**src/rtl/setclr_gpio.sv**
```systemverilog
module setclr_gpio #(
  parameter int ADDR_W = 8,
  parameter int PA_W   = 8,
  parameter int PB_W   = 24,
  parameter int PC_W   = 13
) (
  input  logic              clk,
  input  logic              rst_n,
  input  logic [ADDR_W-1:0] bus_addr,
  input  logic              bus_wr,
  input  logic [31:0]       bus_wdata,
  input  logic              bus_rd,
  output logic [31:0]       bus_rdata,
  input  logic [PA_W-1:0]   pa_in,
  output logic [PA_W-1:0]   pa_out,
  output logic [PA_W-1:0]   pa_oe,
  input  logic [PB_W-1:0]   pb_in,
  output logic [PB_W-1:0]   pb_out,
  output logic [PB_W-1:0]   pb_oe,
  input  logic [PC_W-1:0]   pc_in,
  output logic [PC_W-1:0]   pc_out,
  output logic [PC_W-1:0]   pc_oe,
  input  logic [5:0]        px_io_in,
  output logic [5:0]        px_io_out,
  output logic [5:0]        px_io_oe,
  input  logic [22:0]       px_ipin,
  output logic [23:0]       px_opin
);

  localparam logic [ADDR_W-1:0] X_IN   = ADDR_W'(8'h00);
  localparam logic [ADDR_W-1:0] X_OSET = ADDR_W'(8'h04);
  localparam logic [ADDR_W-1:0] X_OCLR = ADDR_W'(8'h08);
  localparam logic [ADDR_W-1:0] X_OST  = ADDR_W'(8'h0C);
  localparam logic [ADDR_W-1:0] C_DSET = ADDR_W'(8'h10);
  localparam logic [ADDR_W-1:0] C_DCLR = ADDR_W'(8'h14);
  localparam logic [ADDR_W-1:0] C_DST  = ADDR_W'(8'h18);
  localparam logic [ADDR_W-1:0] C_IN   = ADDR_W'(8'h1C);
  localparam logic [ADDR_W-1:0] C_OSET = ADDR_W'(8'h20);
  localparam logic [ADDR_W-1:0] C_OCLR = ADDR_W'(8'h24);
  localparam logic [ADDR_W-1:0] A_IN   = ADDR_W'(8'h40);
  localparam logic [ADDR_W-1:0] A_OSET = ADDR_W'(8'h44);
  localparam logic [ADDR_W-1:0] A_OCLR = ADDR_W'(8'h48);
  localparam logic [ADDR_W-1:0] A_OST  = ADDR_W'(8'h4C);
  localparam logic [ADDR_W-1:0] A_DSET = ADDR_W'(8'h50);
  localparam logic [ADDR_W-1:0] A_DCLR = ADDR_W'(8'h54);
  localparam logic [ADDR_W-1:0] A_DST  = ADDR_W'(8'h58);
  localparam logic [ADDR_W-1:0] B_IN   = ADDR_W'(8'h60);
  localparam logic [ADDR_W-1:0] B_OSET = ADDR_W'(8'h64);
  localparam logic [ADDR_W-1:0] B_OCLR = ADDR_W'(8'h68);
  localparam logic [ADDR_W-1:0] B_OST  = ADDR_W'(8'h6C);
  localparam logic [ADDR_W-1:0] B_DSET = ADDR_W'(8'h70);
  localparam logic [ADDR_W-1:0] B_DCLR = ADDR_W'(8'h74);
  localparam logic [ADDR_W-1:0] B_DST  = ADDR_W'(8'h78);

  localparam int OFF_B  = PA_W;
  localparam int OFF_C  = OFF_B + PB_W;
  localparam int OFF_IO = OFF_C + PC_W;
  localparam int OFF_IP = OFF_IO + 6;
  localparam int IN_W   = OFF_IP + 23;

  logic [PA_W-1:0] a_out_q, a_dir_q;
  logic [PB_W-1:0] b_out_q, b_dir_q;
  logic [PC_W-1:0] c_out_q, c_dir_q;
  logic [5:0]      x_out_q, x_dir_q;
  logic [23:0]     x_opin_q;
  logic [IN_W-1:0] meta_q, sync_q;
  logic [31:0]     rd_word;
  logic [31:0]     x_in_word;
  logic [5:0]      wd_x;
  logic            unused_bits;

  assign wd_x        = bus_wdata[30:25];
  assign unused_bits = ^{bus_wdata[31], bus_wdata[24]};

  always_ff @(posedge clk or negedge rst_n) begin
    if (!rst_n) begin
      meta_q <= '0;
      sync_q <= '0;
    end else begin
      meta_q <= {px_ipin, px_io_in, pc_in, pb_in, pa_in};
      sync_q <= meta_q;
    end
  end

  always_ff @(posedge clk or negedge rst_n) begin
    if (!rst_n) begin
      a_out_q  <= '0;
      a_dir_q  <= '0;
      b_out_q  <= '0;
      b_dir_q  <= '0;
      c_out_q  <= '0;
      c_dir_q  <= '0;
      x_out_q  <= '0;
      x_dir_q  <= '0;
      x_opin_q <= '0;
    end else if (bus_wr) begin
      case (bus_addr)
        A_OSET: a_out_q <= a_out_q | bus_wdata[PA_W-1:0];
        A_OCLR: a_out_q <= a_out_q & ~bus_wdata[PA_W-1:0];
        A_DSET: a_dir_q <= a_dir_q | bus_wdata[PA_W-1:0];
        A_DCLR: a_dir_q <= a_dir_q & ~bus_wdata[PA_W-1:0];
        B_OSET: b_out_q <= b_out_q | bus_wdata[PB_W-1:0];
        B_OCLR: b_out_q <= b_out_q & ~bus_wdata[PB_W-1:0];
        B_DSET: b_dir_q <= b_dir_q | bus_wdata[PB_W-1:0];
        B_DCLR: b_dir_q <= b_dir_q & ~bus_wdata[PB_W-1:0];
        C_OSET: c_out_q <= c_out_q | bus_wdata[PC_W-1:0];
        C_OCLR: c_out_q <= c_out_q & ~bus_wdata[PC_W-1:0];
        C_DSET: begin
          c_dir_q <= c_dir_q | bus_wdata[PC_W-1:0];
          x_dir_q <= x_dir_q | wd_x;
        end
        C_DCLR: begin
          c_dir_q <= c_dir_q & ~bus_wdata[PC_W-1:0];
          x_dir_q <= x_dir_q & ~wd_x;
        end
        X_OSET: begin
          x_opin_q <= x_opin_q | bus_wdata[23:0];
          x_out_q  <= x_out_q | wd_x;
        end
        X_OCLR: begin
          x_opin_q <= x_opin_q & ~bus_wdata[23:0];
          x_out_q  <= x_out_q & ~wd_x;
        end
        default: ;
      endcase
    end
  end

  assign x_in_word = {3'b000,
                      sync_q[OFF_IP+19 +: 4],
                      sync_q[OFF_IO+5],
                      sync_q[OFF_IP+10 +: 9],
                      sync_q[OFF_IO +: 5],
                      sync_q[OFF_IP +: 10]};

  always_comb begin
    rd_word = '0;
    case (bus_addr)
      X_IN:  rd_word = x_in_word;
      X_OST: rd_word = {1'b0, x_out_q, 1'b0, x_opin_q};
      C_DST: begin
        rd_word[30:25]     = x_dir_q;
        rd_word[PC_W-1:0]  = c_dir_q;
      end
      C_IN:  rd_word[PC_W-1:0] = sync_q[OFF_C +: PC_W];
      A_IN:  rd_word[PA_W-1:0] = sync_q[0 +: PA_W];
      A_OST: rd_word[PA_W-1:0] = a_out_q;
      A_DST: rd_word[PA_W-1:0] = a_dir_q;
      B_IN:  rd_word[PB_W-1:0] = sync_q[OFF_B +: PB_W];
      B_OST: rd_word[PB_W-1:0] = b_out_q;
      B_DST: rd_word[PB_W-1:0] = b_dir_q;
      default: ;
    endcase
  end

  assign bus_rdata = bus_rd ? rd_word : '0;

  assign pa_out    = a_out_q;
  assign pa_oe     = a_dir_q;
  assign pb_out    = b_out_q;
  assign pb_oe     = b_dir_q;
  assign pc_out    = c_out_q;
  assign pc_oe     = c_dir_q;
  assign px_io_out = x_out_q;
  assign px_io_oe  = x_dir_q;
  assign px_opin   = x_opin_q;

  logic [1:0] live_q;
  always_ff @(posedge clk or negedge rst_n) begin
    if (!rst_n) live_q <= '0;
    else if (live_q != 2'd3) live_q <= live_q + 2'd1;
  end

  AST_SET_DRIVES_HIGH: assert property (@(posedge clk) disable iff (!rst_n)
    (bus_wr && bus_addr == B_OSET && bus_wdata[0]) |=> pb_out[0]);

  AST_CLEAR_MAKES_INPUT: assert property (@(posedge clk) disable iff (!rst_n)
    (bus_wr && bus_addr == A_DCLR && bus_wdata[0]) |=> !pa_oe[0]);

  AST_SHARED_DIR: assert property (@(posedge clk) disable iff (!rst_n)
    (bus_wr && bus_addr == C_DSET && bus_wdata[25]) |=> px_io_oe[0]);

  AST_READONLY_HOLD: assert property (@(posedge clk) disable iff (!rst_n)
    (bus_wr && (bus_addr == A_OST || bus_addr == X_IN || bus_addr == C_DST))
    |=> ($stable(pa_out) && $stable(px_opin) && $stable(pc_oe) && $stable(px_io_oe)));

  AST_TWO_STAGE_SYNC: assert property (@(posedge clk) disable iff (!rst_n)
    (live_q == 2'd3 && bus_rd && bus_addr == A_IN)
    |-> bus_rdata[PA_W-1:0] == $past(pa_in, 2));

  AST_IDLE_READ: assert property (@(posedge clk) disable iff (!rst_n)
    !bus_rd |-> bus_rdata == 32'd0);

endmodule

```
**config.mk**
```make
export PLATFORM = sky130hd
export DESIGN_NAME = setclr_gpio
export DESIGN_NICKNAME = d
export VERILOG_FILES = /design/src/rtl/setclr_gpio.sv
export SDC_FILE = /design/constraint.sdc
export NUM_CORES = 1
export LEC_CHECK = 0
export BUFFER_PORTS_ARGS = -buffer_cell sky130_fd_sc_hd__buf_2
export CAP_MARGIN = 30
export CORE_MARGIN = 2
export CORE_UTILIZATION = 40
export DETAILED_ROUTE_END_ITERATION = 10
export PLACE_DENSITY = 0.72
export SLEW_MARGIN = 20
export SYNTH_ARGS = -nofsm -noshare
export SYNTH_HDL_FRONTEND = slang
export SYNTH_SLANG_ARGS = --single-unit
```
**constraint.sdc**
```tcl
create_clock -name clk -period 3.75 [get_ports clk]
set_input_delay 0.75 -clock clk [delete_from_list [all_inputs] [get_ports clk]]
set_output_delay 0.75 -clock clk [all_outputs]
set_load 0.005 [all_outputs]
```
Word-level counts from Yosys, hierarchy flattened
Cells that the tools add are included.

storage, ports and cells
  register bits = 274
  input bits = 118
  output and inout bits = 158
  logic and storage cells = 86

operators by class
  equality and inequality tests = 23
  multiplexer cells = 15
  bitwise operators = 22
  reduce and logical (&&, ||, !) cells = 15

operators with widths
  kind                                            count
  one-hot mux 24 bit (2 select lines)             3
  == test 8 x 7 -> 1 bit (second input constant)  14
  one-hot mux 8 bit (10 select lines)             1
  AND 24 bit                                      3
  OR 24 bit                                       3
  one-hot mux 11 bit (5 select lines)             1
  one-hot mux 13 bit (2 select lines)             2
  one-hot mux 5 bit (7 select lines)              1
  == test 8 x 5 -> 1 bit (second input constant)  4
  one-hot mux 8 bit (2 select lines)              2
  two-way mux 31 bit                              1
  AND 13 bit                                      2
  OR 13 bit                                       2
  inverter 24 bit                                 1
  one-hot mux 6 bit (2 select lines)              2
  one-hot mux 6 bit (3 select lines)              1
  AND 8 bit                                       2
  == test 8 x 4 -> 1 bit (second input constant)  2
  == test 8 x 6 -> 1 bit (second input constant)  2
  OR 8 bit                                        2
  AND reduction 2 bit                             7
  nonzero test 2 bit                              7
  inverter 13 bit                                 1
  AND 6 bit                                       2
  6 further kinds                                 7

Longest topological paths before layout
Gate-level depths: netlist (run 1).

  depth after elaboration = 3
  mapped depth = 8
  mapped depth without buffers = 4

Worst setup path before layout (run 1)
Ideal clock, no wire load.

  kind = input-to-output
  from = input port bus_addr[0]
  to = output port bus_rdata[14]
  arrival time = 2.187 ns
  data required time = 3.000 ns
  path slack = 0.813 ns
  stages on the path = 6
  path buffers = 2
  cells stage by stage = buf_4 or2_4 or4_1 a211o_1 buf_6 a21oi_2

between the ends
  cells in the longest elaborated chain, start to end = 3
  elaborated cells between the ends (all ways) = 7
  classes of those cells = 4 x eq/ne; 2 x mux; 1 x reduce/logical

RTL lines
  what                                                  RTL line  source
  from (decl)                                           9         input logic [ADDR_W-1:0] bus_addr,
  == test 8 x 7 -> 1 bit, or another cell as far along  138       case (bus_addr)
  one-hot mux 11 bit (5 select lines) *                 138
  two-way mux 31 bit *                                  156       assign bus_rdata = bus_rd ? rd_word : '0;
  to (decl)                                             13        output logic [31:0] bus_rdata,

Mark *: on every way between the ends. The rest lies on a longest branch, timed or not.

Worst setup path in the final report (run 1)
  from = input port bus_addr[1]
  to = output port bus_rdata[13]

The elaborated chain is that of the path after synthesis.

==> impl_metrics.py, run 1 <==
metrics = {
    "synth": {
        "async_flop_share_pct": 100,
        "synth_cells": 860,
        "yosysUniqueCellTypes": 57,
        "synth_edf_count": 0,
        "seq_area_frac_synth_pct": 64.7,
        "syn_area_um2": 10600,
        "yosys_warnings": 0,
        "ys.flop_type": "dfrtp_1",
        "yosys_register_bits": 274,
        "synthesis.nets": 978,
        "synth.avg_cell_area_um2": 12.3,
    },
    "timing": {
        "period_share_pct": 91.6,
        "report.final.slew_viol_count": 0,
        "fmax_ghz": 0.291,
        "fin_skew_ps": 13.4,
        "tns_ps": 0,
        "relSlewSlack_pct": 51.0,
        "worst_pin_slew_ps": 735,
        "hold_violations": 0,
        "setup_viol": 0,
        "min_period_ps": 3440,
        "grt_setup_unrepaired": "false",
        "fin_ws_ps": 314,
    },
    "floorplan": {
        "die_w_um": 167,
        "ioPinCount": 276,
        "dieArea_um2": 27800,
        "initial_core_util_pct": 40.7,
        "fp.coreArea_um2": 26100,
        "die_h_um": 167,
        "rows": 59,
    },
    "power_and_ir_drop": {
        "ir_drop_mv": 0.393,
        "p_leak_nw": 6.35,
        "powerDensity_nw_per_um2": 516,
        "total_power_mw": 6.93,
    },
    "place": {
        "gp_congestion": 0.897,
        "dpl.hpwl_mm": 22.7,
        "post-place-ws_ps": 317,
        "place_area_um2": 12400,
        "io_buffers": 272,
    },
    "setup_path": {
        "worstSetupPathType": "primary input to primary output",
        "cp-startpoint": "bus_addr[1]",
        "crit_arrival_ps": 2690,
        "path_max_fanout": 11,
        "rr_worst_depth": 1,
        "end_kind": "primary output",
        "cp.required_ps": 3000,
        "startpoint_type": "primary input",
    },
    "min_path": {
        "hp-class": "primary input to asynchronous set/reset pin",
    },
    "grt": {
        "grt_usage_pct": 22.9,
        "overflow": 0,
        "grt_pass1_wl_mm": 49.6,
        "antenna_found_initial": 11,
        "grt_pass1_vias": 8252,
        "grt_max_degree": 98,
    },
    "finish": {
        "fillers": 2296,
        "area_growth_pct": 26.8,
        "nNetsFinal": 1232,
        "fin_area_um2": 13400,
        "drive_gt1_share_pct": 36.7,
    },
    "clocking": {
        "cts_buffers": 29,
        "clock-sinks": 274,
        "h-tree-depth": 1,
        "hold_buffers": 0,
        "tritoncts": "done",
        "cts.clk_slew.worst_paths_ps": 60,
        "cts_resized": 0,
        "root_buffer": "clkbuf_16",
        "clock_path_buffers": 3,
        "insertion_delay_ps": 540,
        "cts_setup_buffers": 0,
    },
    "route": {
        "avgViaCountPerCell": 5.78,
        "remaining_drc_errors": 0,
        "first_iter_violations": 938,
        "totalWireLength_mm": 33.0,
        "avgRoutedWirePerCell_um": 22.2,
        "postRouteAntennaNets": 0,
        "wl_met3_mm": 3.10,
        "wl_met2_mm": 14.6,
        "vias": 8562,
        "dr.pass1.iters": 5,
        "dr.max_layer_used": "met4",
        "met1_length_mm": 13.5,
    },
    "status": {
        "outcome": "completed",
    },
    "run": {
        "max_cap_violations": 0,
    },
}
## path summary, 6_finish.rpt
kind                       slack [ps]                         end
setup / recovery                  310               bus_rdata[13]
hold / removal                    220                   meta_q[3]
setup reg to reg                 2920                   flip-flop
hold reg to reg                   340                   sync_q[3]
max in group asynchronous        2640  asynchronous set/reset pin
min in group clk                  310                  meta_q[53]
## power by group
group          internal (mW)  leakage [nW]  switching, mW
clock                   1.88         0.506           1.17
combinational          0.258          2.40          0.356
sequential              3.16          3.44          0.122
total                   5.29          6.35           1.65
## cell families after synthesis
logic type      synth area share [%]
buf+inv                         3.74
other cells                   0.0354
compound gates                  20.7
simple gates                    6.42
xor+xnor                       0.165
flops                           64.7
mux                             4.30
## through the flow
step           util (%)  instances  hold slack, ps
2_1_floorplan         -        860             331
3_3_place_gp       47.4       1416             332
3_5_place_dp       47.5       1417             335
4_1_cts            51.4       1470             249
5_1_grt            51.6       1482             264
6_report           51.6       1482             223
## synthesized netlist by cell type, types with 2 or more instances
cell	count	area share, %
a22o_1	26	2.1
o22ai_1	10	0.59
o21a_1	3	0.21
o41ai_1	2	0.17
mux2_1	2	0.21
buf_6	3	0.32
o22a_1	2	0.17
and2_1	3	0.18
nor3_1	6	0.28
nand2b_1	2	0.12
clkbuf_1	41	1.5
inv_1	2	0.071
nor4_4	2	0.40
and3_1	3	0.18
o21ai_0	9	0.42
nor4b_1	3	0.25
buf_1	7	0.25
a21oi_2	10	0.83
a31oi_1	102	6.0
buf_2	26	1.2
a21oi_1	104	4.9
nor2b_1	2	0.12
o31a_1	9	0.74
dfrtp_1	274	65
xor2_1	2	0.17
nand3_1	10	0.47
a22oi_1	52	3.7
nand2_1	46	1.6
and4_1	5	0.41
mux2i_1	5	0.47
nor2_1	17	0.60
or3_1	2	0.12
mux2_2	34	3.6
buf_4	6	0.42
a32oi_1	6	0.50
## layout by cell type (no fill, tap or decap), drive strengths merged, types with 3 or more instances in the layout
cell type,synthesis,routed
nor4,4,4
o31a,9,9
nor3,8,8
a21oi,114,114
o22ai,10,10
nor2,17,17
a22o,26,26
o21a,3,3
o21ai,9,9
a31oi,102,102
and3,3,3
clkbuf,41,35
a32oi,6,6
nand3,10,10
bufinv,0,6
mux2,36,36
nor4b,3,3
mux2i,5,5
and4,5,5
inv,2,4
buf,42,306
diode,0,11
dfrtp,274,274
clkinv,0,9
nand2,46,46
and2,3,3
a22oi,52,52
## worst max-delay path, stage by stage
cell     delay [ps]
buf_2           170
or2_4           300
or4_1           520
a211o_1         570
a21oi_1         220
buf_2           140
## routing by layer
metal  GRT usage, %  vias to the layer above
met5              0                        -
met1           32.3                     4198
li1               -                     3734
met2           33.8                      517
met4           11.5                        0
met3           4.52                      113
## final cells by class
class,count,area (um^2),area share [%]
clock buffer,35,768,5.71
timing repair buffer,306,1720,12.8
clock inverter,18,258,1.92
multi-input combinational,501,3390,25.2
inverter,2,7.51,0.0558
tap,335,419,3.12
sequential,274,6860,51.0
antenna,11,27.5,0.205
Note: power is estimated with default switching activity, not from simulation.
==> run 2: changes to the inputs <==
==> constraint.sdc (replaced) <==
create_clock -name clk -period 3.4 [get_ports clk]
set_input_delay 0.68 -clock clk [delete_from_list [all_inputs] [get_ports clk]]
set_output_delay 0.68 -clock clk [all_outputs]
set_load 0.005 [all_outputs]
==> run 2 against run 1 <==
Clock skew fell by 5.1 ps. Non-clock buffer count rose by 8. Cell area is 0.60% lower. Largest power group unchanged. Global-route usage decreased by 0.26 points. Largest cell class unchanged. Critical path depth rose by 1. Final cell count rose by 0.27%. Combinational power up 10%. Flip-flop and latch count is the same. Clock power is essentially flat. Count of clock-buffer cells in the layout is 2 higher. First-iteration DRC count down 2.7%.
==> impl_metrics.py, run 2 (synthesis gave the netlist of run 1 again) <==
metrics = {
    "timing": {
        "setup_viol": 0,
        "relSlewSlack_pct": 56.9,
        "fin_skew_ps": 8.35,
        "hold_violations": 0,
        "fmax_ghz": 0.315,
        "grt_setup_unrepaired": "false",
        "min_period_ps": 3170,
        "worst_pin_slew_ps": 646,
        "tns_ps": 0,
        "report.final.slew_viol_count": 0,
        "timing.hold.ws_ps": 140,
        "period_share_pct": 93.3,
    },
    "clocking": {
        "cts_resized": 0,
        "tritoncts": "done",
        "insertion_delay_ps": 550,
        "hold_buffers": 0,
        "root_buffer": "clkbuf_16",
        "cts.clk_slew.worst_paths_ps": 60,
        "cts_buffers": 28,
        "h-tree-depth": 1,
        "clock-sinks": 274,
        "clock_path_buffers": 3,
        "cts_setup_buffers": 0,
    },
    "finish": {
        "regArea_um2": 6860,
        "mostFrequentLayoutCell": "dfrtp_1",
        "fillers": 2280,
        "multi_input_area_um2": 3390,
        "most-common-layout-cells": "dfrtp_1, buf_2, a21oi_1",
        "drive_gt1_share_pct": 36.8,
        "nNetsFinal": 1239,
        "stdcell_count": 1486,
        "area_growth_pct": 26.0,
    },
    "power_and_ir_drop": {
        "p_comb_share_pct": 9.3,
        "switching_share_pct": 24.2,
        "p_leak_nw": 6.32,
        "clockPowerShare_pct": 41.2,
        "total_power_mw": 7.30,
        "p_switching_mw": 1.77,
        "ir_drop_mv": 0.415,
        "powerDensity_nw_per_um2": 546,
        "power.share.sequential_pct": 49.5,
        "internal_power_mw": 5.53,
    },
    "setup_path": {
        "cp.required_ps": 2720,
        "startpoint_type": "primary input",
        "crit_arrival_ps": 2490,
        "end_kind": "primary output",
        "path_max_fanout": 11,
        "worstSetupPathType": "primary input to primary output",
        "reg2reg_slack_ps": 2590,
        "rr_worst_depth": 1,
    },
    "route": {
        "vias": 8503,
        "avgViaCountPerCell": 5.72,
        "postRouteAntennaNets": 0,
        "first_iter_violations": 913,
        "totalWireLength_mm": 32.5,
        "dr.pass1.iters": 7,
        "avgRoutedWirePerCell_um": 21.9,
        "remaining_drc_errors": 0,
    },
    "floorplan": {
        "ioPinCount": 276,
        "initial_core_util_pct": 40.7,
        "fp.coreArea_um2": 26100,
        "die_w_um": 167,
        "dieArea_um2": 27800,
        "rows": 59,
        "die_h_um": 167,
    },
    "grt": {
        "overflow": 0,
        "grt_max_degree": 85,
        "grt_pass1_wl_mm": 49.4,
        "antenna_found_initial": 12,
        "grt_pass1_vias": 8126,
        "grt_usage_pct": 22.6,
    },
    "run": {
        "max_cap_violations": 0,
    },
    "place": {
        "dpl.hpwl_mm": 22.8,
        "gp_congestion": 0.869,
        "io_buffers": 272,
        "dp_cells": 1426,
    },
    "status": {
        "outcome": "completed",
    },
    "min_path": {
        "hp-class": "primary input to asynchronous set/reset pin",
    },
}
==> run 2: power groups by stage <==
stage / clock, mW / combinational [mW] / sequential [mW]
after floorplan: 0 / 0.269 / 3.65
after global placement: 0 / 0.663 / 3.66
after detailed placement: 0 / 0.677 / 3.67
after CTS: 3.07 / 0.679 / 3.61
after global routing: 3.23 / 0.743 / 3.64
final: 3.01 / 0.677 / 3.62
==> run 2: critical path, cell delays in order <==
cell	delay, ps
buf_2	170
or2_4	290
or4_1	540
a211o_1	310
buf_4	210
a21oi_2	150
buf_2	130
==> run 2: worst max-delay path by stage <==
stage	from	endpoint	slack (ps)
after CTS	bus_addr[1]	bus_rdata[15]	230
after global routing	bus_addr[5]	bus_rdata[12]	120
after global placement	bus_addr[1]	bus_rdata[15]	260
final	bus_addr[1]	bus_rdata[15]	230
after detailed placement	bus_addr[1]	bus_rdata[15]	230
after floorplan	bus_addr[0]	bus_rdata[14]	600
==> run 2: cell type report <==
type / count / area share [%]
antenna: 12 / 0.225
clock buffer: 37 / 5.88
clock inverter: 11 / 0.833
inverter: 2 / 0.0562
multi-input combinational: 501 / 25.4
sequential: 274 / 51.3
tap: 335 / 3.14
timing repair buffer: 314 / 13.2
==> run 2: per-layer routing <==
metal / share of wire, % / track usage [%] / up-vias
met5: 0 / 0 / -
met4: 3.9 / 10.1 / 0
met3: 7.8 / 4.18 / 84
met2: 45 / 32.7 / 461
met1: 43 / 33.3 / 4212
li1: - / - / 3746
==> run 2: through the flow <==
stage | util, % | cell area [um^2] | setup WS (ps)
2_1_floorplan | - | 10600 | 603
3_3_place_gp | 47.7 | 12400 | 261
3_5_place_dp | 47.7 | 12400 | 232
4_1_cts | 51.2 | 13300 | 230
5_1_grt | 51.3 | 13400 | 124
6_report | 51.3 | 13400 | 227
==> run 3: changes to the inputs <==
--- a/config.mk
+++ b/config.mk
@@ -10,7 +10,7 @@
 export CORE_MARGIN = 2
 export CORE_UTILIZATION = 40
 export DETAILED_ROUTE_END_ITERATION = 10
-export PLACE_DENSITY = 0.72
+export PLACE_DENSITY = 0.75
 export SLEW_MARGIN = 20
 export SYNTH_ARGS = -nofsm -noshare
 export SYNTH_HDL_FRONTEND = slang
==> constraint.sdc (replaced) <==
create_clock -name clk -period 2.7 [get_ports clk]
set_input_delay 0.54 -clock clk [delete_from_list [all_inputs] [get_ports clk]]
set_output_delay 0.54 -clock clk [all_outputs]
set_load 0.005 [all_outputs]
==> run 3 against run 2 <==
Setup slack got worse by 200 ps. Critical path depth unchanged. Count of clock-buffer cells in the layout decreased by 2. Clock power increased by 37%. Final cell count is 2.5% higher. Via count is 2.1% higher. Die area unchanged. Flip-flop and latch count did not move. Core utilization increased by 2.1 points. Cell area is 4.0% higher. First-iteration DRC count shrank 5.1%. Sequential power rose by 26%. Largest power group unchanged.
==> impl_metrics.py, run 3 (synthesis gave the netlist of run 1 again) <==
metrics = {
    "route": {
        "remaining_drc_errors": 0,
        "totalWireLength_mm": 33.1,
        "avgRoutedWirePerCell_um": 21.7,
        "dr.pass1.iters": 5,
        "avgViaCountPerCell": 5.70,
        "postRouteAntennaNets": 0,
        "first_iter_violations": 866,
        "vias": 8682,
    },
    "status": {
        "outcome": "completed",
    },
    "place": {
        "dp_cells": 1452,
        "place_area_um2": 12700,
        "io_buffers": 272,
        "dpl.hpwl_mm": 23.1,
        "gp_congestion": 0.933,
    },
    "setup_path": {
        "crit_arrival_ps": 2130,
        "end_kind": "primary output",
        "path_max_fanout": 7,
        "startpoint_type": "primary input",
        "worstSetupPathType": "primary input to primary output",
        "cp.required_ps": 2160,
    },
    "timing": {
        "grt_setup_unrepaired": "true",
        "min_period_ps": 2670,
        "worst_pin_slew_ps": 567,
        "fin_skew_ps": 7.64,
        "period_share_pct": 98.9,
        "setup_viol": 0,
        "report.final.slew_viol_count": 0,
        "hold_violations": 0,
        "relSlewSlack_pct": 62.2,
        "timing.hold.ws_ps": 88.0,
        "fmax_ghz": 0.375,
    },
    "finish": {
        "most-common-layout-cells": "dfrtp_1, buf_2, a21oi_1",
        "fin_util_pct": 53.3,
        "nNetsFinal": 1274,
        "drive_gt1_share_pct": 39.4,
        "mostFrequentLayoutCell": "dfrtp_1",
        "area_growth_pct": 31.1,
        "stdcell_count": 1523,
        "fin_area_um2": 13900,
    },
    "clocking": {
        "cts_buffers": 29,
        "h-tree-depth": 1,
        "tritoncts": "done",
        "insertion_delay_ps": 550,
        "clock_path_buffers": 3,
        "cts.clk_slew.worst_paths_ps": 60,
        "clock-sinks": 274,
        "root_buffer": "clkbuf_16",
    },
    "power_and_ir_drop": {
        "clockPowerShare_pct": 43.0,
        "p_switching_mw": 2.34,
        "ir_drop_mv": 0.567,
        "internal_power_mw": 7.24,
        "powerDensity_nw_per_um2": 689,
        "p_comb_share_pct": 9.5,
        "switching_share_pct": 24.4,
        "power.share.sequential_pct": 47.5,
        "p_leak_nw": 6.60,
    },
    "grt": {
        "grt_usage_pct": 22.9,
        "grt_max_degree": 78,
        "grt_pass1_wl_mm": 49.9,
        "antenna_found_initial": 9,
        "grt_pass1_vias": 8286,
        "overflow": 0,
    },
    "run": {
        "max_cap_violations": 0,
    },
    "floorplan": {
        "dieArea_um2": 27800,
        "die_h_um": 167,
        "initial_core_util_pct": 40.7,
        "die_w_um": 167,
        "fp.coreArea_um2": 26100,
        "ioPinCount": 276,
        "rows": 59,
    },
    "min_path": {
        "hp-class": "primary input to flip-flop",
    },
}
run 3: changes by cell type in the layout (fill, tap and decap cells not counted), sizes merged:
cell	previous run	this run
inv	2	6
clkinv	8	10
bufinv	2	4
diode	12	9
dlygate4sd3	0	1
buf	314	345
run 3: critical path, stage by stage:
cell and delay, ps:
buf_12 130, xor2_1 160, or4_4 520, a211o_4 390, buf_12 160, a21oi_2 110, buf_2 120
run 3: path summary, 6_finish.rpt:
check                                  from       endpoint  slack, ps  cells after the start
min in group asynchronous             rst_n      meta_q[3]        560                      2
worst max-delay path            bus_addr[5]  bus_rdata[14]         30                      7
worst max register to register    flip-flop      flip-flop       1880                      1
max in group asynchronous             rst_n     meta_q[48]       1330                      3
worst min-delay path              pb_in[23]     meta_q[31]         90                      1
worst min register to register   meta_q[11]     sync_q[11]        340                      0
run 3: repair_timing:
action / CTS / global route
hold buffers: 1 / 0
gates cloned: 0 / 2
hold endpoints to repair: 72 / 0
pin swaps: 1 / 5
endpoints found under the setup margin: 2 / 15
resized for setup: 1 / 22
buffers inserted: 0 / 5
run 3: power groups by stage:
stage	registers [mW]	logic, mW	clock network [mW]
final	4.55	0.908	4.12
after global routing	4.58	0.993	4.40
after CTS	4.55	0.891	4.19
after detailed placement	4.62	0.884	0
after global placement	4.61	0.862	0
after floorplan	4.60	0.339	0
run 3: layer usage:
metal | routed length, um | up-vias | global-route usage, % | part of all wire [%]
met5 | 0 | - | 0 | 0
met4 | 1590 | 0 | 10.8 | 4.8
met3 | 2690 | 99 | 4.35 | 8.1
met2 | 14800 | 482 | 34.0 | 45
met1 | 14100 | 4274 | 32.7 | 42
li1 | - | 3827 | - | -
run 3: through the flow:
step                      setup WS, ps  power (mW)  setup TNS, ps
final                             30.3        9.58              0
after global routing             -24.6        9.97           -139
after CTS                        0.417        9.63              0
after detailed placement         -18.6        5.50          -18.6
after global placement            17.6        5.47              0
after floorplan                    183        4.94              0
run 3: area by class of cell:
| class | instances | area, um^2 |
|---|---|---|
| Fill cell | 2221 | 12200 |
| Sequential cell | 274 | 6860 |
| Multi-Input combinational cell | 501 | 3440 |
| Timing Repair Buffer | 348 | 2150 |
| Clock buffer | 35 | 778 |
| Tap cell | 335 | 419 |
| Clock inverter | 19 | 226 |
| Antenna cell | 9 | 22.5 |
| Inverter | 2 | 7.51 |
